===== config.mk =====
export PLATFORM = sky130hd
export DESIGN_NAME = ctx_bank_selector
export DESIGN_NICKNAME = d
export VERILOG_FILES = /design/src/rtl/ctx_sel_pkg.sv /design/src/rtl/ctx_irq_map.sv /design/src/rtl/ctx_pick.sv /design/src/rtl/ctx_stack.sv /design/src/rtl/ctx_bank_selector.sv
export SDC_FILE = /design/constraint.sdc
export NUM_CORES = 1
export LEC_CHECK = 0
export ABC_AREA = 1
export BUFFER_PORTS_ARGS = -buffer_cell sky130_fd_sc_hd__buf_2
export CORE_UTILIZATION = 27
export DETAILED_ROUTE_END_ITERATION = 10
export MAX_ROUTING_LAYER = met4
export PLACE_DENSITY = 0.54
export SLEW_MARGIN = 40
export SYNTH_ARGS = -nofsm -noshare
export SYNTH_HDL_FRONTEND = slang
export SYNTH_SLANG_ARGS = --single-unit

===== constraint.sdc =====
create_clock -name clk -period 6.8 [get_ports clk]
set_input_delay 0.34 -clock clk [delete_from_list [all_inputs] [get_ports clk]]
set_output_delay 0.34 -clock clk [all_outputs]
set_load 0.005 [all_outputs]

===== src/rtl/ctx_sel_pkg.sv =====
package ctx_sel_pkg;
  // Bus address regions, decoded from the top address bit.
  typedef enum logic {
    RGN_CTRL = 1'b0,
    RGN_WIN  = 1'b1
  } bus_region_e;
endpackage


===== src/rtl/ctx_irq_map.sv =====
module ctx_irq_map #(
  parameter int NUM_IRQ = 4,
  parameter int CTX_W   = 4,
  parameter int ADDR_W  = 9,
  parameter int DATA_W  = 16
) (
  input  logic                     clk,
  input  logic                     rst_n,
  input  logic                     bus_we,
  input  logic [ADDR_W-1:0]        bus_addr,
  input  logic [DATA_W-1:0]        bus_wdata,
  output logic [NUM_IRQ*CTX_W-1:0] map_flat,
  output logic                     irq_enable
);
  import ctx_sel_pkg::*;
  localparam int OFF_W = ADDR_W - 1;

  logic ctrl_we;
  assign ctrl_we = bus_we && (bus_region_e'(bus_addr[ADDR_W-1]) == RGN_CTRL);

  for (genvar i = 0; i < NUM_IRQ; i++) begin : g_entry
    logic [CTX_W-1:0] entry_q;
    always_ff @(posedge clk) begin
      if (!rst_n)
        entry_q <= '0;
      else if (ctrl_we && bus_addr[OFF_W-1:0] == OFF_W'(i))
        entry_q <= bus_wdata[CTX_W-1:0];
    end
    assign map_flat[i*CTX_W +: CTX_W] = entry_q;
  end

  always_ff @(posedge clk) begin
    if (!rst_n)
      irq_enable <= 1'b0;
    else if (ctrl_we && bus_addr[OFF_W-1:0] == OFF_W'(NUM_IRQ))
      irq_enable <= bus_wdata[0];
  end
endmodule


===== src/rtl/ctx_pick.sv =====
module ctx_pick #(
  parameter int NUM_IRQ = 4,
  parameter int CTX_W   = 4,
  parameter int IDX_W   = 2
) (
  input  logic [NUM_IRQ-1:0]       irq_in,
  input  logic [NUM_IRQ*CTX_W-1:0] map_flat,
  input  logic [CTX_W-1:0]         cur_ctx,
  input  logic                     enable,
  output logic                     hit,
  output logic [IDX_W-1:0]         hit_idx,
  output logic [CTX_W-1:0]         hit_ctx
);
  logic [NUM_IRQ-1:0] eligible;

  // A line mapped onto the active context is not re-entered.
  for (genvar i = 0; i < NUM_IRQ; i++) begin : g_elig
    assign eligible[i] = enable && irq_in[i] &&
                         (map_flat[i*CTX_W +: CTX_W] != cur_ctx);
  end

  // Scan downward so the lowest eligible line is the last one written.
  always_comb begin
    hit     = 1'b0;
    hit_idx = '0;
    hit_ctx = '0;
    for (int i = NUM_IRQ - 1; i >= 0; i--) begin
      if (eligible[i]) begin
        hit     = 1'b1;
        hit_idx = IDX_W'(i);
        hit_ctx = map_flat[i*CTX_W +: CTX_W];
      end
    end
  end
endmodule


===== src/rtl/ctx_stack.sv =====
module ctx_stack #(
  parameter int CTX_W = 4,
  parameter int DEPTH = 4
) (
  input  logic             clk,
  input  logic             rst_n,
  input  logic             push,
  input  logic             pop,
  input  logic [CTX_W-1:0] push_ctx,
  output logic [CTX_W-1:0] top_ctx,
  output logic             empty,
  output logic             full
);
  localparam int PTR_W = (DEPTH > 1) ? $clog2(DEPTH) : 1;
  localparam int CNT_W = $clog2(DEPTH + 1);

  logic [CTX_W-1:0] slot_q [DEPTH];
  logic [CNT_W-1:0] cnt_q;
  logic [CNT_W-1:0] cnt_m1;

  assign cnt_m1  = cnt_q - 1'b1;
  assign empty   = (cnt_q == '0);
  assign full    = (cnt_q == CNT_W'(DEPTH));
  assign top_ctx = slot_q[cnt_m1[PTR_W-1:0]];

  always_ff @(posedge clk) begin
    if (!rst_n) begin
      cnt_q <= '0;
      for (int i = 0; i < DEPTH; i++) slot_q[i] <= '0;
    end else if (push && !full) begin
      slot_q[cnt_q[PTR_W-1:0]] <= push_ctx;
      cnt_q <= cnt_q + 1'b1;
    end else if (pop && !empty) begin
      cnt_q <= cnt_m1;
    end
  end
endmodule


===== src/rtl/ctx_bank_selector.sv =====
module ctx_bank_selector #(
  parameter int NUM_IRQ     = 4,
  parameter int CTX_W       = 4,
  parameter int REG_W       = 4,
  parameter int DATA_W      = 16,
  parameter int STACK_DEPTH = 4,
  localparam int IDX_W      = (NUM_IRQ > 1) ? $clog2(NUM_IRQ) : 1,
  localparam int WIN_W      = CTX_W + REG_W,
  localparam int ADDR_W     = WIN_W + 1
) (
  input  logic               clk,
  input  logic               rst_n,
  input  logic [NUM_IRQ-1:0] irq_in,
  input  logic               instr_boundary,
  input  logic               ret_ctx,
  input  logic               bus_we,
  input  logic [ADDR_W-1:0]  bus_addr,
  input  logic [DATA_W-1:0]  bus_wdata,
  output logic [CTX_W-1:0]   ctx_sel,
  output logic               ack,
  output logic [IDX_W-1:0]   ack_irq,
  output logic               win_we,
  output logic [WIN_W-1:0]   win_addr,
  output logic [DATA_W-1:0]  win_data
);
  import ctx_sel_pkg::*;

  logic [NUM_IRQ*CTX_W-1:0] map_flat;
  logic                     irq_enable;
  logic                     hit;
  logic [IDX_W-1:0]         hit_idx;
  logic [CTX_W-1:0]         hit_ctx;
  logic [CTX_W-1:0]         saved_ctx;
  logic                     stk_empty, stk_full;
  logic                     do_pop, do_take;

  ctx_irq_map #(.NUM_IRQ(NUM_IRQ), .CTX_W(CTX_W), .ADDR_W(ADDR_W), .DATA_W(DATA_W)) u_map (
    .clk(clk), .rst_n(rst_n), .bus_we(bus_we), .bus_addr(bus_addr),
    .bus_wdata(bus_wdata), .map_flat(map_flat), .irq_enable(irq_enable)
  );

  ctx_pick #(.NUM_IRQ(NUM_IRQ), .CTX_W(CTX_W), .IDX_W(IDX_W)) u_pick (
    .irq_in(irq_in), .map_flat(map_flat), .cur_ctx(ctx_sel), .enable(irq_enable),
    .hit(hit), .hit_idx(hit_idx), .hit_ctx(hit_ctx)
  );

  // A return has priority; an interrupt waits while the stack is full.
  assign do_pop  = ret_ctx && !stk_empty;
  assign do_take = instr_boundary && !ret_ctx && hit && !stk_full;

  ctx_stack #(.CTX_W(CTX_W), .DEPTH(STACK_DEPTH)) u_stack (
    .clk(clk), .rst_n(rst_n), .push(do_take), .pop(do_pop),
    .push_ctx(ctx_sel), .top_ctx(saved_ctx), .empty(stk_empty), .full(stk_full)
  );

  always_ff @(posedge clk) begin
    if (!rst_n) begin
      ctx_sel <= '0;
      ack     <= 1'b0;
      ack_irq <= '0;
    end else begin
      ack <= do_take;
      if (do_pop)
        ctx_sel <= saved_ctx;
      else if (do_take) begin
        ctx_sel <= hit_ctx;
        ack_irq <= hit_idx;
      end
    end
  end

  always_ff @(posedge clk) begin
    if (!rst_n) begin
      win_we   <= 1'b0;
      win_addr <= '0;
      win_data <= '0;
    end else begin
      win_we <= bus_we && (bus_region_e'(bus_addr[ADDR_W-1]) == RGN_WIN);
      if (bus_we) begin
        win_addr <= bus_addr[WIN_W-1:0];
        win_data <= bus_wdata;
      end
    end
  end
endmodule


==> impl_results.md <==
* Status: complete, no violations
* Met2 Routed Length at 3800 microns
* Stages on worst setup path at 8
* Clock Skew at 0.00603 ns
* Final Hold Viols at 0
* Pwr/cell area at 310 nW/um^2
* Crit. End Element: register
* Multi-input combinational cell area at 1440 sq um
* Clock tree from TritonCTS: done
* Setup crit start kind: register
* Critical path's most frequent cell: nand2_1
* Slew headroom at 50.5%
* Crit Path Max Fanout at 13
* Initial core utilization at 27.9%
* Peak VDD IR at 137 uV
* Initial DRC Count at 98
* Final setup vio count at 0
* Net count, final at 542
* CTS Sinks at 68
* Worst-Skew Late Latency at 0.33 ns
* Mapped Area at 3200 sq um
* Syn avg cell area at 7.25 sq um
* Antenna viol nets, final at 0
* Buf/Inv on CP at 1
* WL/cell at 13.1 microns
* DR vias at 2955
* FMAX at 348 MHz
* Boundary Pins at 66
* Clk slew on worst S/H paths at 0.06 ns
* Lkg Pwr at 1.79 nW
* Worst min-delay path class: in2reg
* Inserted Clock Buffers at 9
* Unique masters post-synth at 26
* Core footprint at 11500 sq um
* Beginning of the worst hold path: bus_wdata[13]
* Via/cell ratio at 4.53
* GRT Total Usage at 15.6%
* Post-layout min period at 2.88 ns
* Synth-to-Final Area Change at 22.9%
* Die Wd at 111 microns
* I/O Buffers at 65
* Total negative slack at 0 ns
* Max cap viols at 0
* CTS resizes at 0
* Total wire length at 8590 microns
* Post-CTS Setup Repair Bufs at 0
* Post-route DRC violation count at 0
* Worst EP arrival at 2.90 ns
* Placer Congestion at 0.858
* Slowest Stage Delay on Critical Path at 0.57 ns
* Die Span Y at 111 microns
* #FFs+latches synth at 68
* Pre-antenna DRT Iters at 4
* Die area at 12300 sq um
* Worst r2r path cells at 8
* Least-Margin Pin Slew at 0.742 ns
* Met3 routed WL at 549 microns
* CP top delay family: compound AO/OA/AOI/OAI gates
* Reg2Reg Setup Slack at 3.92 ns
* Cell Chain, Critical Path: inv_1 -> ha_1 -> a21oi_1 -> o21a_1 -> nand2_1 -> nor2_1 -> nand2_2 -> nand2_1
* Sequential share of the synthesized area at 47.6%
* RR Startpoint: u_stack.cnt_q[0]$_SDFFE_PN0P_
* CP Capture Point: u_stack.slot_q[0][2]$_SDFFCE_PN0P_
* Diode count at 0
* Layout Utilization at 34.3%
* R2r endpoint: u_stack.slot_q[0][2]$_SDFFCE_PN0P_
* FP Rows at 39
* Total gr overflow at 0
* H-tree Lvls at 3
* Share of post-route cells with drive strength above 1 at 19.6%
* Final Max Slew Viols at 0
* Final-layout fill cell count at 1233
* Vias in the first global route at 2898
* Slowest-stage cell, CP: dfxtp_1
* Register Area at 1520 sq um
* Cell count after synthesis at 441
* Global-route wire length before repair at 14400 microns
* Hold Path Depth at 3
* Critical Path Source: u_stack.cnt_q[0]$_SDFFE_PN0P_
* Synth Warn # at 0
* Synth Net Count at 478
* Largest net degree at the start of global routing at 48
* Kind of critical path: reg2reg
* Top sig layer: met4
* CP Data Required Time at 6.82 ns
* Hold buffers post-CTS at 0
* DP HPWL at 6260 microns
* CTS max path bufs at 2
* M1 WL at 4030 microns
* RSZ-0062 raised after global routing: false
* Initial antenna violation count at 0
* Part of the cycle the worst path needs at 42.3%
* Clk root buf: clkbuf_16
[area by class of cell]
type | instances | area share (%)
repair buffers | 65 | 8.28
flip-flops and latches | 68 | 38.7
well taps | 143 | 4.55
clock inverters | 5 | 0.891
multi-input cells | 308 | 36.6
inverters | 53 | 5.06
clock buffers | 11 | 5.92
[kinds of logic after synthesis]
| family | Yosys count | share of synthesized area, % |
|---|---|---|
| and+or+nand+nor | 208 | 26.7 |
| AOI/OAI and AO/OA | 97 | 16.7 |
| DFF | 68 | 47.6 |
| buffers and inverters | 65 | 7.86 |
| adders and majority gates | 3 | 1.17 |
[flip-flops by register name, summed over array words and instances (netlist names)]
| signal | count |
|---|---|
| u_stack.cnt_q | 3 |
| win_we | 1 |
| ack_irq | 2 |
| win_data | 16 |
| u_stack.slot_q | 16 |
| ctx_sel | 4 |
| ack | 1 |
| u_map.irq_enable | 1 |
| u_map.g_entry.entry_q | 16 |
| win_addr | 8 |
[worst reg2reg max path, delay by kind of cell, from the launching register on]
family	cells	cell delay [ns]
adder cells (fa/ha/maj)	1	0.30
AND/OR/NAND/NOR	4	0.61
buffers and inverters	1	0.31
flip-flops	1	0.57
AO/OA/AOI/OAI	2	0.79
[through the flow]
stage	setup slack [ns]	hold WS, ns	instance area, sq um	instances	power, mW
after floorplan	4.48	0.456	3200	441	0.705
after global placement	4.06	0.451	3650	637	0.800
after detailed placement	3.95	0.459	3660	637	0.802
after CTS	3.94	0.216	3930	653	1.23
after global routing	3.56	0.222	3930	653	1.31
final	3.92	0.229	3930	653	1.22
[layer usage]
layer | global-route usage (%) | up-vias
met1 | 19.5 | 1287
met3 | 4.87 | 17
li1 | - | 1556
met4 | 6.31 | 0
met5 | - | -
met2 | 23.4 | 95
[cells in the mapped netlist, drive strengths merged]
cell type    n  area [sq um]
nand2      109           439
nor2        72           275
dfxtp       52          1040
inv         51           191
o21ai       47           246
a21oi       42           210
nand3       22           110
edfxtp      16           480
clkbuf      10          37.5
a221o        4          45.0
ha           3          37.5
nor4         3          18.8
buf          2          15.0
clkinv       2          7.51
a211oi       1          7.51
nand4        1          6.26
nor3         1          5.00
o2111ai      1          8.76
o21a         1          7.51
o31ai        1          7.51
[worst min path at each step]
stage,endpoint,slack [ns]
final,win_data[13]$_SDFFE_PN0P_,0.23
after global routing,win_data[13]$_SDFFE_PN0P_,0.22
after CTS,win_data[14]$_SDFFE_PN0P_,0.22
after detailed placement,ack_irq[1]$_SDFFE_PN0P_,0.46
after global placement,win_addr[1]$_SDFFE_PN0P_,0.45
after floorplan,ack_irq[1]$_SDFFE_PN0P_,0.46
[where the power goes]
group          switching (mW)  internal [mW]
sequential             0.0506          0.444
clock                   0.175          0.248
combinational           0.190          0.110
total                   0.415          0.802
[cells in the final DEF (no fill, tap or decap), drive strengths merged]
cell type,count
dfxtp,52
nand3,22
edfxtp,16
nor3,1
inv,54
o2111ai,1
a221o,4
clkinv,4
nor2,72
buf,65
o21ai,47
a211oi,1
o31ai,1
a21oi,42
nand4,1
nor4,3
nand2,109
clkbuf,11
o21a,1
ha,3
Note: power is estimated with default switching activity, not from simulation.
